==> src/rtl/bsb_pkg.sv <==
package bsb_pkg;
   typedef enum logic [1:0] {
      SL_FREE = 2'd0,
      SL_WAIT = 2'd1,
      SL_RUN  = 2'd2
   } slot_st_e;
endpackage

==> src/rtl/bsb_first_set.sv <==
module bsb_first_set #(
   parameter int N  = 4,
   localparam int IW = (N > 1) ? $clog2(N) : 1
) (
   input  logic [N-1:0]  vec,
   output logic          found,
   output logic [IW-1:0] idx
);
   generate
      if (N == 1) begin : g_one
         assign found = vec[0];
         assign idx   = '0;
      end else begin : g_many
         always_comb begin
            idx = '0;
            for (int i = N - 1; i >= 0; i--) begin
               if (vec[i]) idx = IW'(i);
            end
         end
         assign found = |vec;
      end
   endgenerate
endmodule

==> src/rtl/bsb_prio_pick.sv <==
module bsb_prio_pick #(
   parameter int N  = 4,
   parameter int PW = 8,
   parameter int KW = 2,
   localparam int IW = (N > 1) ? $clog2(N) : 1
) (
   input  logic [N-1:0]    cand,
   input  logic [N*PW-1:0] prio,
   input  logic [N*KW-1:0] key,
   output logic            found,
   output logic [IW-1:0]   idx
);
   generate
      if (N == 1) begin : g_one
         assign found = cand[0];
         assign idx   = '0;
      end else begin : g_many
         logic [PW-1:0] best_p;
         logic [KW-1:0] best_k;
         always_comb begin
            found  = 1'b0;
            idx    = '0;
            best_p = '0;
            best_k = '0;
            for (int i = 0; i < N; i++) begin
               if (cand[i] && (!found || prio[i*PW +: PW] > best_p ||
                   (prio[i*PW +: PW] == best_p && key[i*KW +: KW] < best_k))) begin
                  found  = 1'b1;
                  idx    = IW'(i);
                  best_p = prio[i*PW +: PW];
                  best_k = key[i*KW +: KW];
               end
            end
         end
      end
   endgenerate
endmodule

==> src/rtl/bsb_sched_buf.sv <==
module bsb_sched_buf
   import bsb_pkg::*;
#(
   parameter int N_CORE = 4,
   parameter int DEPTH  = 4,
   parameter int BID_W  = 8,
   parameter int PC_W   = 16,
   parameter int SP_W   = 16,
   parameter int PRIO_W = 8,
   parameter int PASS_W = 4,
   localparam int CORE_W = (N_CORE > 1) ? $clog2(N_CORE) : 1,
   localparam int SLOT_W = (DEPTH > 1) ? $clog2(DEPTH) : 1
) (
   input  logic                    clk,
   input  logic                    rst_n,
   input  logic                    enq_valid,
   input  logic [CORE_W-1:0]       enq_src,
   input  logic [BID_W-1:0]        enq_bid,
   input  logic [PC_W-1:0]         enq_pc,
   input  logic [SP_W-1:0]         enq_sp,
   output logic                    enq_ok,
   output logic                    enq_full,
   output logic                    enq_dup,
   output logic [DEPTH*BID_W-1:0]  slot_bid,
   input  logic [DEPTH*PRIO_W-1:0] slot_prio,
   input  logic [DEPTH-1:0]        slot_ready,
   output logic                    iss_valid,
   output logic [SLOT_W-1:0]       iss_slot,
   output logic [CORE_W-1:0]       iss_src,
   output logic [BID_W-1:0]        iss_bid,
   output logic [PC_W-1:0]         iss_pc,
   output logic [SP_W-1:0]         iss_sp,
   input  logic                    lc_take,
   input  logic [PASS_W-1:0]       bnc_limit,
   output logic                    bnc_valid,
   output logic [CORE_W-1:0]       bnc_src,
   output logic [BID_W-1:0]        bnc_bid,
   output logic [PC_W-1:0]         bnc_pc,
   output logic [SP_W-1:0]         bnc_sp,
   input  logic                    ret_valid,
   input  logic [CORE_W-1:0]       ret_src,
   output logic                    done_valid,
   output logic [CORE_W-1:0]       done_src
);
   generate
      if (N_CORE < 2)                      begin : g_chk_core  $error("N_CORE must be at least 2"); end
      if (DEPTH < 1 || DEPTH > N_CORE)     begin : g_chk_depth $error("DEPTH must lie in 1..N_CORE"); end
      if (PRIO_W < 1 || PASS_W < 1)        begin : g_chk_width $error("PRIO_W and PASS_W must be positive"); end
   endgenerate

   slot_st_e            st  [DEPTH];
   logic [CORE_W-1:0]   src [DEPTH];
   logic [BID_W-1:0]    bid [DEPTH];
   logic [PC_W-1:0]     pc  [DEPTH];
   logic [SP_W-1:0]     sp  [DEPTH];
   logic [PASS_W-1:0]   cnt [DEPTH];

   logic [DEPTH-1:0]        free_v, wait_v, rdy_w, bnc_elig, cand, dup_v, ret_v;
   logic [DEPTH*CORE_W-1:0] src_flat;
   logic [SLOT_W-1:0]       alloc_idx, bnc_idx, ret_idx;
   logic                    alloc_found, ret_found, take;

   generate
      for (genvar g = 0; g < DEPTH; g++) begin : g_vec
         assign free_v[g]   = (st[g] == SL_FREE);
         assign wait_v[g]   = (st[g] == SL_WAIT);
         assign rdy_w[g]    = wait_v[g] && slot_ready[g];
         assign bnc_elig[g] = rdy_w[g] && (bnc_limit != '0) && (cnt[g] >= bnc_limit);
         assign cand[g]     = rdy_w[g] && !bnc_elig[g];
         assign dup_v[g]    = !free_v[g] && (src[g] == enq_src);
         assign ret_v[g]    = (st[g] == SL_RUN) && (src[g] == ret_src);
         assign src_flat[g*CORE_W +: CORE_W] = src[g];
         assign slot_bid[g*BID_W +: BID_W]   = bid[g];
      end
   endgenerate

   bsb_first_set #(.N(DEPTH)) u_alloc (.vec(free_v),   .found(alloc_found), .idx(alloc_idx));
   bsb_first_set #(.N(DEPTH)) u_bnc   (.vec(bnc_elig), .found(bnc_valid),   .idx(bnc_idx));
   bsb_first_set #(.N(DEPTH)) u_ret   (.vec(ret_v),    .found(ret_found),   .idx(ret_idx));

   bsb_prio_pick #(.N(DEPTH), .PW(PRIO_W), .KW(CORE_W)) u_pick (
      .cand(cand), .prio(slot_prio), .key(src_flat),
      .found(iss_valid), .idx(iss_slot)
   );

   assign enq_full   = !alloc_found;
   assign enq_dup    = enq_valid && |dup_v;
   assign enq_ok     = enq_valid && alloc_found && !(|dup_v);
   assign take       = lc_take && iss_valid;
   assign done_valid = ret_valid && ret_found;
   assign done_src   = ret_src;

   assign iss_src = src[iss_slot];
   assign iss_bid = bid[iss_slot];
   assign iss_pc  = pc[iss_slot];
   assign iss_sp  = sp[iss_slot];
   assign bnc_src = src[bnc_idx];
   assign bnc_bid = bid[bnc_idx];
   assign bnc_pc  = pc[bnc_idx];
   assign bnc_sp  = sp[bnc_idx];

   generate
      for (genvar g = 0; g < DEPTH; g++) begin : g_slot
         always_ff @(posedge clk or negedge rst_n) begin
            if (!rst_n) begin
               st[g]  <= SL_FREE;
               cnt[g] <= '0;
            end else if (enq_ok && alloc_idx == SLOT_W'(g)) begin
               st[g]  <= SL_WAIT;
               cnt[g] <= '0;
            end else if (take && iss_slot == SLOT_W'(g)) begin
               st[g]  <= SL_RUN;
            end else if (bnc_valid && bnc_idx == SLOT_W'(g)) begin
               st[g]  <= SL_FREE;
            end else if (done_valid && ret_idx == SLOT_W'(g)) begin
               st[g]  <= SL_FREE;
            end else if (take && rdy_w[g] && cnt[g] != '1) begin
               cnt[g] <= cnt[g] + 1'b1;
            end
         end

         always_ff @(posedge clk) begin
            if (enq_ok && alloc_idx == SLOT_W'(g)) begin
               src[g] <= enq_src;
               bid[g] <= enq_bid;
               pc[g]  <= enq_pc;
               sp[g]  <= enq_sp;
            end
         end
      end
   endgenerate
endmodule

==> config.mk <==
export PLATFORM = sky130hd
export DESIGN_NAME = bsb_sched_buf
export DESIGN_NICKNAME = d
export VERILOG_FILES = /design/src/rtl/bsb_pkg.sv /design/src/rtl/bsb_first_set.sv /design/src/rtl/bsb_prio_pick.sv /design/src/rtl/bsb_sched_buf.sv
export SDC_FILE = /design/constraint.sdc
export NUM_CORES = 1
export LEC_CHECK = 0
export BUFFER_PORTS_ARGS = -buffer_cell sky130_fd_sc_hd__clkbuf_2
export CORE_MARGIN = 8
export CORE_UTILIZATION = 61
export CTS_CLUSTER_SIZE = 40
export DETAILED_ROUTE_END_ITERATION = 6
export PLACE_DENSITY = 0.95
export REMOVE_ABC_BUFFERS = 1
export SLEW_MARGIN = 30
export SYNTH_ARGS = -nofsm -noshare
export SYNTH_HDL_FRONTEND = slang
export SYNTH_SLANG_ARGS = --single-unit
==> constraint.sdc <==
create_clock -name clk -period 16.4 [get_ports clk]
set_clock_uncertainty 0.15 [all_clocks]
set_input_delay 0.82 -clock clk [delete_from_list [all_inputs] [get_ports clk]]
set_output_delay 0.82 -clock clk [all_outputs]
set_load 0.01 [all_outputs]
# Yosys cells after proc, flatten, opt, wreduce, memory -nomap -nowiden
# Memories as Yosys holds them, arrays and structs flattened.
# Index checks and enable logic that the tools add are counted.
[word_totals]
register_bits = 24
ram_bits = 168
inputBits = 89
output_inout_bits = 126
wordCells = 293
mem_count = 4
[classes]
addsub = 4
magnitude_cmp = 10
n_eq_ne = 47
muxes = 105
reduce_logical = 115
[memory_table]
columns = ["name", "depth", "word_bits", "read_ports", "rd_clocked_by_memory_dff", "write_ports", "line_no", "text"]
rows = [
  ["pc", 4, 16, 2, 0, 1, "bsb_sched_buf.sv:54", "logic [PC_W-1:0] pc [DEPTH];"],
  ["sp", 4, 16, 2, 0, 1, "bsb_sched_buf.sv:55", "logic [SP_W-1:0] sp [DEPTH];"],
  ["bid", 4, 8, 6, 0, 1, "bsb_sched_buf.sv:53", "logic [BID_W-1:0] bid [DEPTH];"],
  ["src", 4, 2, 6, 0, 1, "bsb_sched_buf.sv:52", "logic [CORE_W-1:0] src [DEPTH];"],
]
[ops]
columns = ["cell", "n"]
rows = [
  ["2-to-1 mux 16 bit", 6],
  ["2-to-1 mux 2 bit", 48],
  ["OR reduction 16 bit", 6],
  ["2-to-1 mux 4 bit", 20],
  ["logical AND 1 bit", 59],
  ["2-to-1 mux 8 bit", 6],
  ["2-to-1 mux 1 bit", 25],
  ["equality test 2 bit (second input constant)", 12],
  ["equality test 8 bit", 3],
  ["> comparator 8 bit", 3],
  ["!= test 2 bit (second input constant)", 12],
  ["OR reduction 8 bit", 3],
  ["nonzero test 4 bit", 5],
  ["adder 4 x 1 -> 4 bit (second input constant)", 4],
  ["equality test 2 x 1 -> 1 bit (second input constant)", 8],
  ["equality test 2 bit", 8],
  [">= comparator 4 bit", 4],
  ["zero test 2 bit", 8],
  ["!= test 4 bit (second input constant)", 4],
  ["AND reduction 4 bit", 4],
  ["OR reduction 4 bit", 4],
  ["zero test 1 bit", 13],
  ["nonzero test 2 bit", 4],
  ["logical OR 1 bit", 6],
  ["other kinds (2)", 6],
]

# Longest topological paths before layout
[depth]
depth_word = 30
mapped_depth = 41
depth_no_buf = 35

# By module
# A second synthesis with hierarchy kept.
[unflattened]
hier_cells = 650
area_unflattened_um2 = 10171.0
[modules_own_cells]
columns = ["mod", "n_inst", "cells_per_inst", "area_per_inst_um2", "seq_area_each_um2"]
rows = [
  ["bsb_sched_buf", 1, 487, 9011.1, 5645.4],
  ["bsb_prio_pick", 1, 142, 1054.8, 0.0],
  ["bsb_first_set", 3, 7, 35.0, 0.0],
]

# Least setup slack after synthesis
# OpenSTA, ideal clock, no wires.
[synth_timing]
kind = "input-to-output"
from = "input bnc_limit[3]"
to = "output iss_bid[0]"
arrival_ps = 7841
t_required_ps = 15430
slack_ps = 7589
path_stages = 37
path_buffers = 6
path_cell_list = "inv_1 -> ha_1 -> a21oi_1 -> o21ai_0 -> a21oi_4 -> buf_1 -> nand2_1 -> ha_1 -> nand4_1 -> nor2_1 -> o311ai_0 -> nor2_1 -> nor2_1 -> clkbuf_1 -> nor2_1 -> a21oi_1 -> ha_1 -> a211oi_1 -> nand3_1 -> a31oi_1 -> o22ai_1 -> o21ai_0 -> and2_1 -> clkbuf_1 -> clkbuf_1 -> a21o_1 -> ha_1 -> o21ai_0 -> a21oi_1 -> nor4_1 -> o21ai_0 -> o21a_1 -> o21a_1 -> a21o_1 -> buf_6 -> buf_6 -> o31ai_2"
[synth_via]
elab_chain_cells = 22
word_cells_on_any_way = 58
cone_classes = "10 x order compare; 3 x eq/ne; 12 x mux; 32 x reduce/logical; 1 x memory"
[synth_lines]
columns = ["item", "line_no", "text"]
rows = [
  ["start: declaration", "bsb_sched_buf.sv:34", "input logic [PASS_W-1:0] bnc_limit,"],
  ["parallel branches: the longest is 20 deep, another holds > comparator 8 bit", "-", ""],
  ["2-to-1 mux 2 bit (*)", "bsb_prio_pick.sv:26", "if (cand[i] && (!found || prio[i*PW +: PW] > best_p ||"],
  ["memory (4 x 8 bit) (*)", "-", ""],
  ["end: declaration", "bsb_sched_buf.sv:30", "output logic [BID_W-1:0] iss_bid,"],
]
# Mark *: on every way between the ends.

# Worst setup path after layout
[layout_timing]
from = "input bnc_limit[3]"
to = "output iss_sp[12]"
[layout_via]
elab_chain_cells = 22
word_cells_on_any_way = 58
cone_classes = "10 x order compare; 3 x eq/ne; 12 x mux; 32 x reduce/logical; 1 x memory"
[layout_lines]
columns = ["item", "line_no", "text"]
rows = [
  ["parallel branches: the longest is 20 deep, another holds > comparator 8 bit", "-", ""],
  ["2-to-1 mux 2 bit (*)", "bsb_prio_pick.sv:26", ""],
  ["memory (4 x 16 bit) (*)", "-", ""],
  ["end: declaration", "bsb_sched_buf.sv:32", "output logic [SP_W-1:0] iss_sp,"],
]
# Marks and branches as above.

==> report_table.html <==
<table>
<tr><th>Metric</th><th>Value</th></tr>
<tr><th colspan="2">Die</th></tr>
<tr><td>Die Area</td><td>22720 um2</td></tr>
<tr><td>Core Region</td><td>17900 um2</td></tr>
<tr><td>Number of top-level design ports</td><td>215</td></tr>
<tr><td>Die Width</td><td>150.7 um</td></tr>
<tr><td>Starting density of the core</td><td>61.87%</td></tr>
<tr><td>Chip Height</td><td>150.7 um</td></tr>
<tr><td>Num rows</td><td>49</td></tr>
<tr><th colspan="2">Logic synthesis</th></tr>
<tr><td>Share of the yosys chip area belonging to registers</td><td>50.97%</td></tr>
<tr><td>Total number of yosys warnings</td><td>0</td></tr>
<tr><td>Top flip-flop cell by instance count after synthesis</td><td>edfxtp_1</td></tr>
<tr><td>Area of the mapped netlist</td><td>11080 um2</td></tr>
<tr><td>Synth Area per Inst</td><td>10.62 um2</td></tr>
<tr><td>Cell types occupying the most area after synthesis</td><td>edfxtp_1, nand2_1, dfrtp_1, ha_1, mux2i_1</td></tr>
<tr><td>Number of enable flip-flop cells after synthesis</td><td>168</td></tr>
<tr><td>Number of distinct library cells after synthesis</td><td>64</td></tr>
<tr><td>Post-Synthesis Cells</td><td>1043</td></tr>
<tr><td>Yosys top cell by area</td><td>edfxtp_1</td></tr>
<tr><td>Async SR Flop Fraction</td><td>12.50%</td></tr>
<tr><td>Share of the synthesized area in the top cell type</td><td>45.55%</td></tr>
<tr><td>#FFs+latches synth</td><td>192</td></tr>
<tr><th colspan="2">Clock tree</th></tr>
<tr><td>Clock slew seen by the registers of the worst setup and hold paths</td><td>0.07 ns</td></tr>
<tr><td># Post-CTS Setup Buffers</td><td>0</td></tr>
<tr><td>Clock buffer count from CTS</td><td>17</td></tr>
<tr><td>Root cell of the clock tree</td><td>clkbuf_16</td></tr>
<tr><td>Maximum level of the CTS H-tree</td><td>4</td></tr>
<tr><td>Hold_buf cts</td><td>0</td></tr>
<tr><td>Clock tree from TritonCTS</td><td>built</td></tr>
<tr><td>Clock insertion delay at the later pin of the skew report</td><td>0.43 ns</td></tr>
<tr><td>Number of resized instances in the post-cts repair step</td><td>0</td></tr>
<tr><td>Number of buffers between clock root and the deepest sink</td><td>2</td></tr>
<tr><td>Clock tree sinks</td><td>192</td></tr>
<tr><th colspan="2">Routing</th></tr>
<tr><td>Average wire per cell in the routed design</td><td>20.27 um</td></tr>
<tr><td>Antenna-violating nets left</td><td>0</td></tr>
<tr><td>Drt via density</td><td>6.278</td></tr>
<tr><td>Post-Route WL</td><td>29.72 mm</td></tr>
<tr><td>DR iter-0 viols</td><td>820</td></tr>
<tr><td>DRC violation count after routing</td><td>0</td></tr>
<tr><td>First-pass iteration count of the detailed router</td><td>7</td></tr>
<tr><td>Count of vias placed by the detailed router</td><td>9203</td></tr>
<tr><th colspan="2">Worst setup path</th></tr>
<tr><td>Most prevalent standard cell on the critical path</td><td>nor2_1</td></tr>
<tr><td>Largest fanout on the critical path</td><td>71</td></tr>
<tr><td>Category of the worst setup path launch point</td><td>input port</td></tr>
<tr><td>Stage delay of the slowest cell on the critical path</td><td>0.80 ns</td></tr>
<tr><td>Kind of end point of the critical path</td><td>output pin</td></tr>
<tr><td>Cell type of the slowest stage on the worst timing path</td><td>buf_4</td></tr>
<tr><td>Critical path required time</td><td>15.43 ns</td></tr>
<tr><td>Arrival time at the worst endpoint</td><td>9.98 ns</td></tr>
<tr><td>Start-to-end type of the worst setup path</td><td>in -&gt; out</td></tr>
<tr><th colspan="2">Power</th></tr>
<tr><td>Share of power burned in registers</td><td>37.1%</td></tr>
<tr><td>Leakage Power</td><td>5.548 nW</td></tr>
<tr><td>Combinational share of power</td><td>37.6%</td></tr>
<tr><td>Clock network fraction of design power</td><td>25.3%</td></tr>
<tr><td>Total power</td><td>1.734 mW</td></tr>
<tr><td>Switching power summed over all nets</td><td>0.6473 mW</td></tr>
<tr><td>Proportion of total power due to net switching</td><td>37.32%</td></tr>
<tr><td>Power density over the cells</td><td>134.0 nW/um2</td></tr>
<tr><td>Int Power</td><td>1.087 mW</td></tr>
<tr><td>Worst vdd rail ir drop</td><td>0.09369 mV</td></tr>
<tr><th colspan="2">Run</th></tr>
<tr><td>Reported max-cap violation count</td><td>0</td></tr>
<tr><th colspan="2">Place</th></tr>
<tr><td>Port Buf Inserts</td><td>214</td></tr>
<tr><td>Routability congestion estimate</td><td>0.9857</td></tr>
<tr><td>DP Cell Count</td><td>1430</td></tr>
<tr><td>HPWL after DPL</td><td>20.12 mm</td></tr>
<tr><th colspan="2">Global route</th></tr>
<tr><td>Maximum number of pins on one net before global-route repair</td><td>103</td></tr>
<tr><td>Vias in the first global route</td><td>9526</td></tr>
<tr><td>Combined global-route utilization of all metal layers</td><td>26.20%</td></tr>
<tr><td>Global-route wire length before repair</td><td>46.70 mm</td></tr>
<tr><td>Global route overflow</td><td>0</td></tr>
<tr><td>Initial antenna violation count</td><td>2</td></tr>
<tr><th colspan="2">STA</th></tr>
<tr><td>Slew margin rel.</td><td>36.68%</td></tr>
<tr><td>Max-slew violation count</td><td>0</td></tr>
<tr><td>Setup repair after global routing missed its margin</td><td>no</td></tr>
<tr><td>Setup TNS after final layout</td><td>0 ns</td></tr>
<tr><td>Transition at the pin with the smallest max-transition slack</td><td>0.9497 ns</td></tr>
<tr><td>Final worst path period share</td><td>66.78%</td></tr>
<tr><td>Minimum clock period after layout</td><td>10.95 ns</td></tr>
<tr><td>Endpoints failing hold</td><td>0</td></tr>
<tr><td>Final setup viols</td><td>0</td></tr>
<tr><td>Achievable clock frequency</td><td>91.31 MHz</td></tr>
<tr><th colspan="2">Finish</th></tr>
<tr><td>Area occupied by registers</td><td>5645 um2</td></tr>
<tr><td>Final Net Count</td><td>1358</td></tr>
<tr><td>Final cell count without fillers</td><td>1466</td></tr>
<tr><td>Total area of multi-input combinational cells</td><td>5086 um2</td></tr>
<tr><td># fillers</td><td>1243</td></tr>
<tr><td>Synth-to-Final Area Change</td><td>16.85%</td></tr>
<tr><td>Fraction of layout cells with a size suffix above 1</td><td>25.83%</td></tr>
<tr><th colspan="2">Run status</th></tr>
<tr><td>Result of the run</td><td>complete, no violations</td></tr>
<tr><th colspan="2">Worst hold path</th></tr>
<tr><td>Classification of the worst-slack hold path</td><td>in -&gt; async</td></tr>
</table>
[sequential cells by signal (all words and copies together), names as in the netlist]
signal and cells:
sp 64, st 8, cnt 16, bid 32, pc 64, src 8
[through the flow]
step,instance area (um2),setup WS (ns),utilization (%),hold slack [ns]
final,12940,5.449,72.30,0.2455
after detailed placement,12250,5.210,68.44,0.3599
after floorplan,10770,3.686,-,0.3344
after global routing,12940,4.710,72.28,0.2929
after global placement,12250,5.412,68.41,0.3525
after CTS,12900,5.173,72.04,0.2561
[cell usage in the layout, fill, tap and decap left out, types with 12 or more instances in the layout]
| cell type | netlist | final |
|---|---|---|
| a211oi_1 | 43 | 43 |
| a21o_1 | 13 | 12 |
| a21oi_1 | 68 | 67 |
| and3_1 | 47 | 47 |
| clkbuf_16 | 0 | 17 |
| clkbuf_2 | 0 | 214 |
| dfrtp_1 | 24 | 24 |
| edfxtp_1 | 168 | 168 |
| ha_1 | 47 | 47 |
| inv_1 | 24 | 21 |
| mux2i_1 | 51 | 51 |
| nand2_1 | 167 | 167 |
| nor2_1 | 86 | 84 |
| nor2b_1 | 45 | 45 |
| o21ai_0 | 15 | 15 |
| o31ai_2 | 40 | 40 |
| xor2_1 | 12 | 12 |
[layer usage]
metal / up-vias / GRT usage, % / share of wire (%)
met1: 4434 / 29.32 / 38
met2: 447 / 45.56 / 51
met3: 102 / 5.170 / 6.7
met4: 2 / 15.64 / 4.3
li1: 4218 / - / -
met5: - / 0 / 0.044
[power groups by stage]
stage	clock network [mW]	registers [mW]	logic [mW]
4_1_cts	0.441	0.641	0.651
5_1_grt	0.462	0.648	0.713
6_report	0.438	0.643	0.653
3_3_place_gp	0	0.647	0.628
2_1_floorplan	0	0.644	0.412
3_5_place_dp	0	0.651	0.647
[synthesized netlist by cell type (7+ instances only)]
cell type and instances:
edfxtp_1 168, nand2_1 167, nor2_1 86, a21oi_1 68, mux2i_1 51, and3_1 47, ha_1 47, nor2b_1 45
clkbuf_1 44, a211oi_1 43, o31ai_2 40, dfrtp_1 24, inv_1 24, o21ai_0 15, a21o_1 13, xor2_1 12
nand3_1 9, nor3_1 9, nand2b_1 8, nand4_1 8, a31oi_1 7, nand3b_1 7, o21a_1 7, o31ai_1 7
[logic make-up (layout without fill, tap and decap cells)]
family          after synthesis  in the layout  synth area share [%]
compound gates              234            234                 16.32
xor+xnor                     14             14                 1.107
fa+ha+maj                    47             47                 5.309
buf+inv                      89            281                 3.592
flops                       192            192                 50.97
mux                          53             53                 4.812
other cells                   0              2                     0
simple gates                414            414                 17.88
[final cells by class]
cell class | instances | area share, %
Timing Repair Buffer | 225 | 9.107
Sequential cell | 192 | 43.62
Multi-Input combinational cell | 762 | 39.30
Inverter | 24 | 0.7347
Tap cell | 229 | 2.214
Clock inverter | 15 | 1.701
Clock buffer | 17 | 3.287
Antenna cell | 2 | 0.03867
[critical path, delay by kind of cell]
kind | cells | cell delay (ns)
compound gates | 13 | 3.54
simple gates | 13 | 2.56
buf+inv | 5 | 1.72
fa+ha+maj | 4 | 1.23
[path summary, 6_finish.rpt]
check                        startpoint          to  cells past startpoint  slack (ns)
setup / recovery           bnc_limit[3]  iss_sp[12]                     35        5.45
setup reg to reg                cnt[12]       st[0]                     33        6.69
hold reg to reg                  cnt[2]      cnt[2]                      1        0.40
min in group clk                 cnt[2]      cnt[2]                      1        0.40
hold / removal                    rst_n       st[7]                      1        0.25
max in group asynchronous         rst_n       st[1]                      1       15.43
Note: power is estimated with default switching activity, not from simulation.
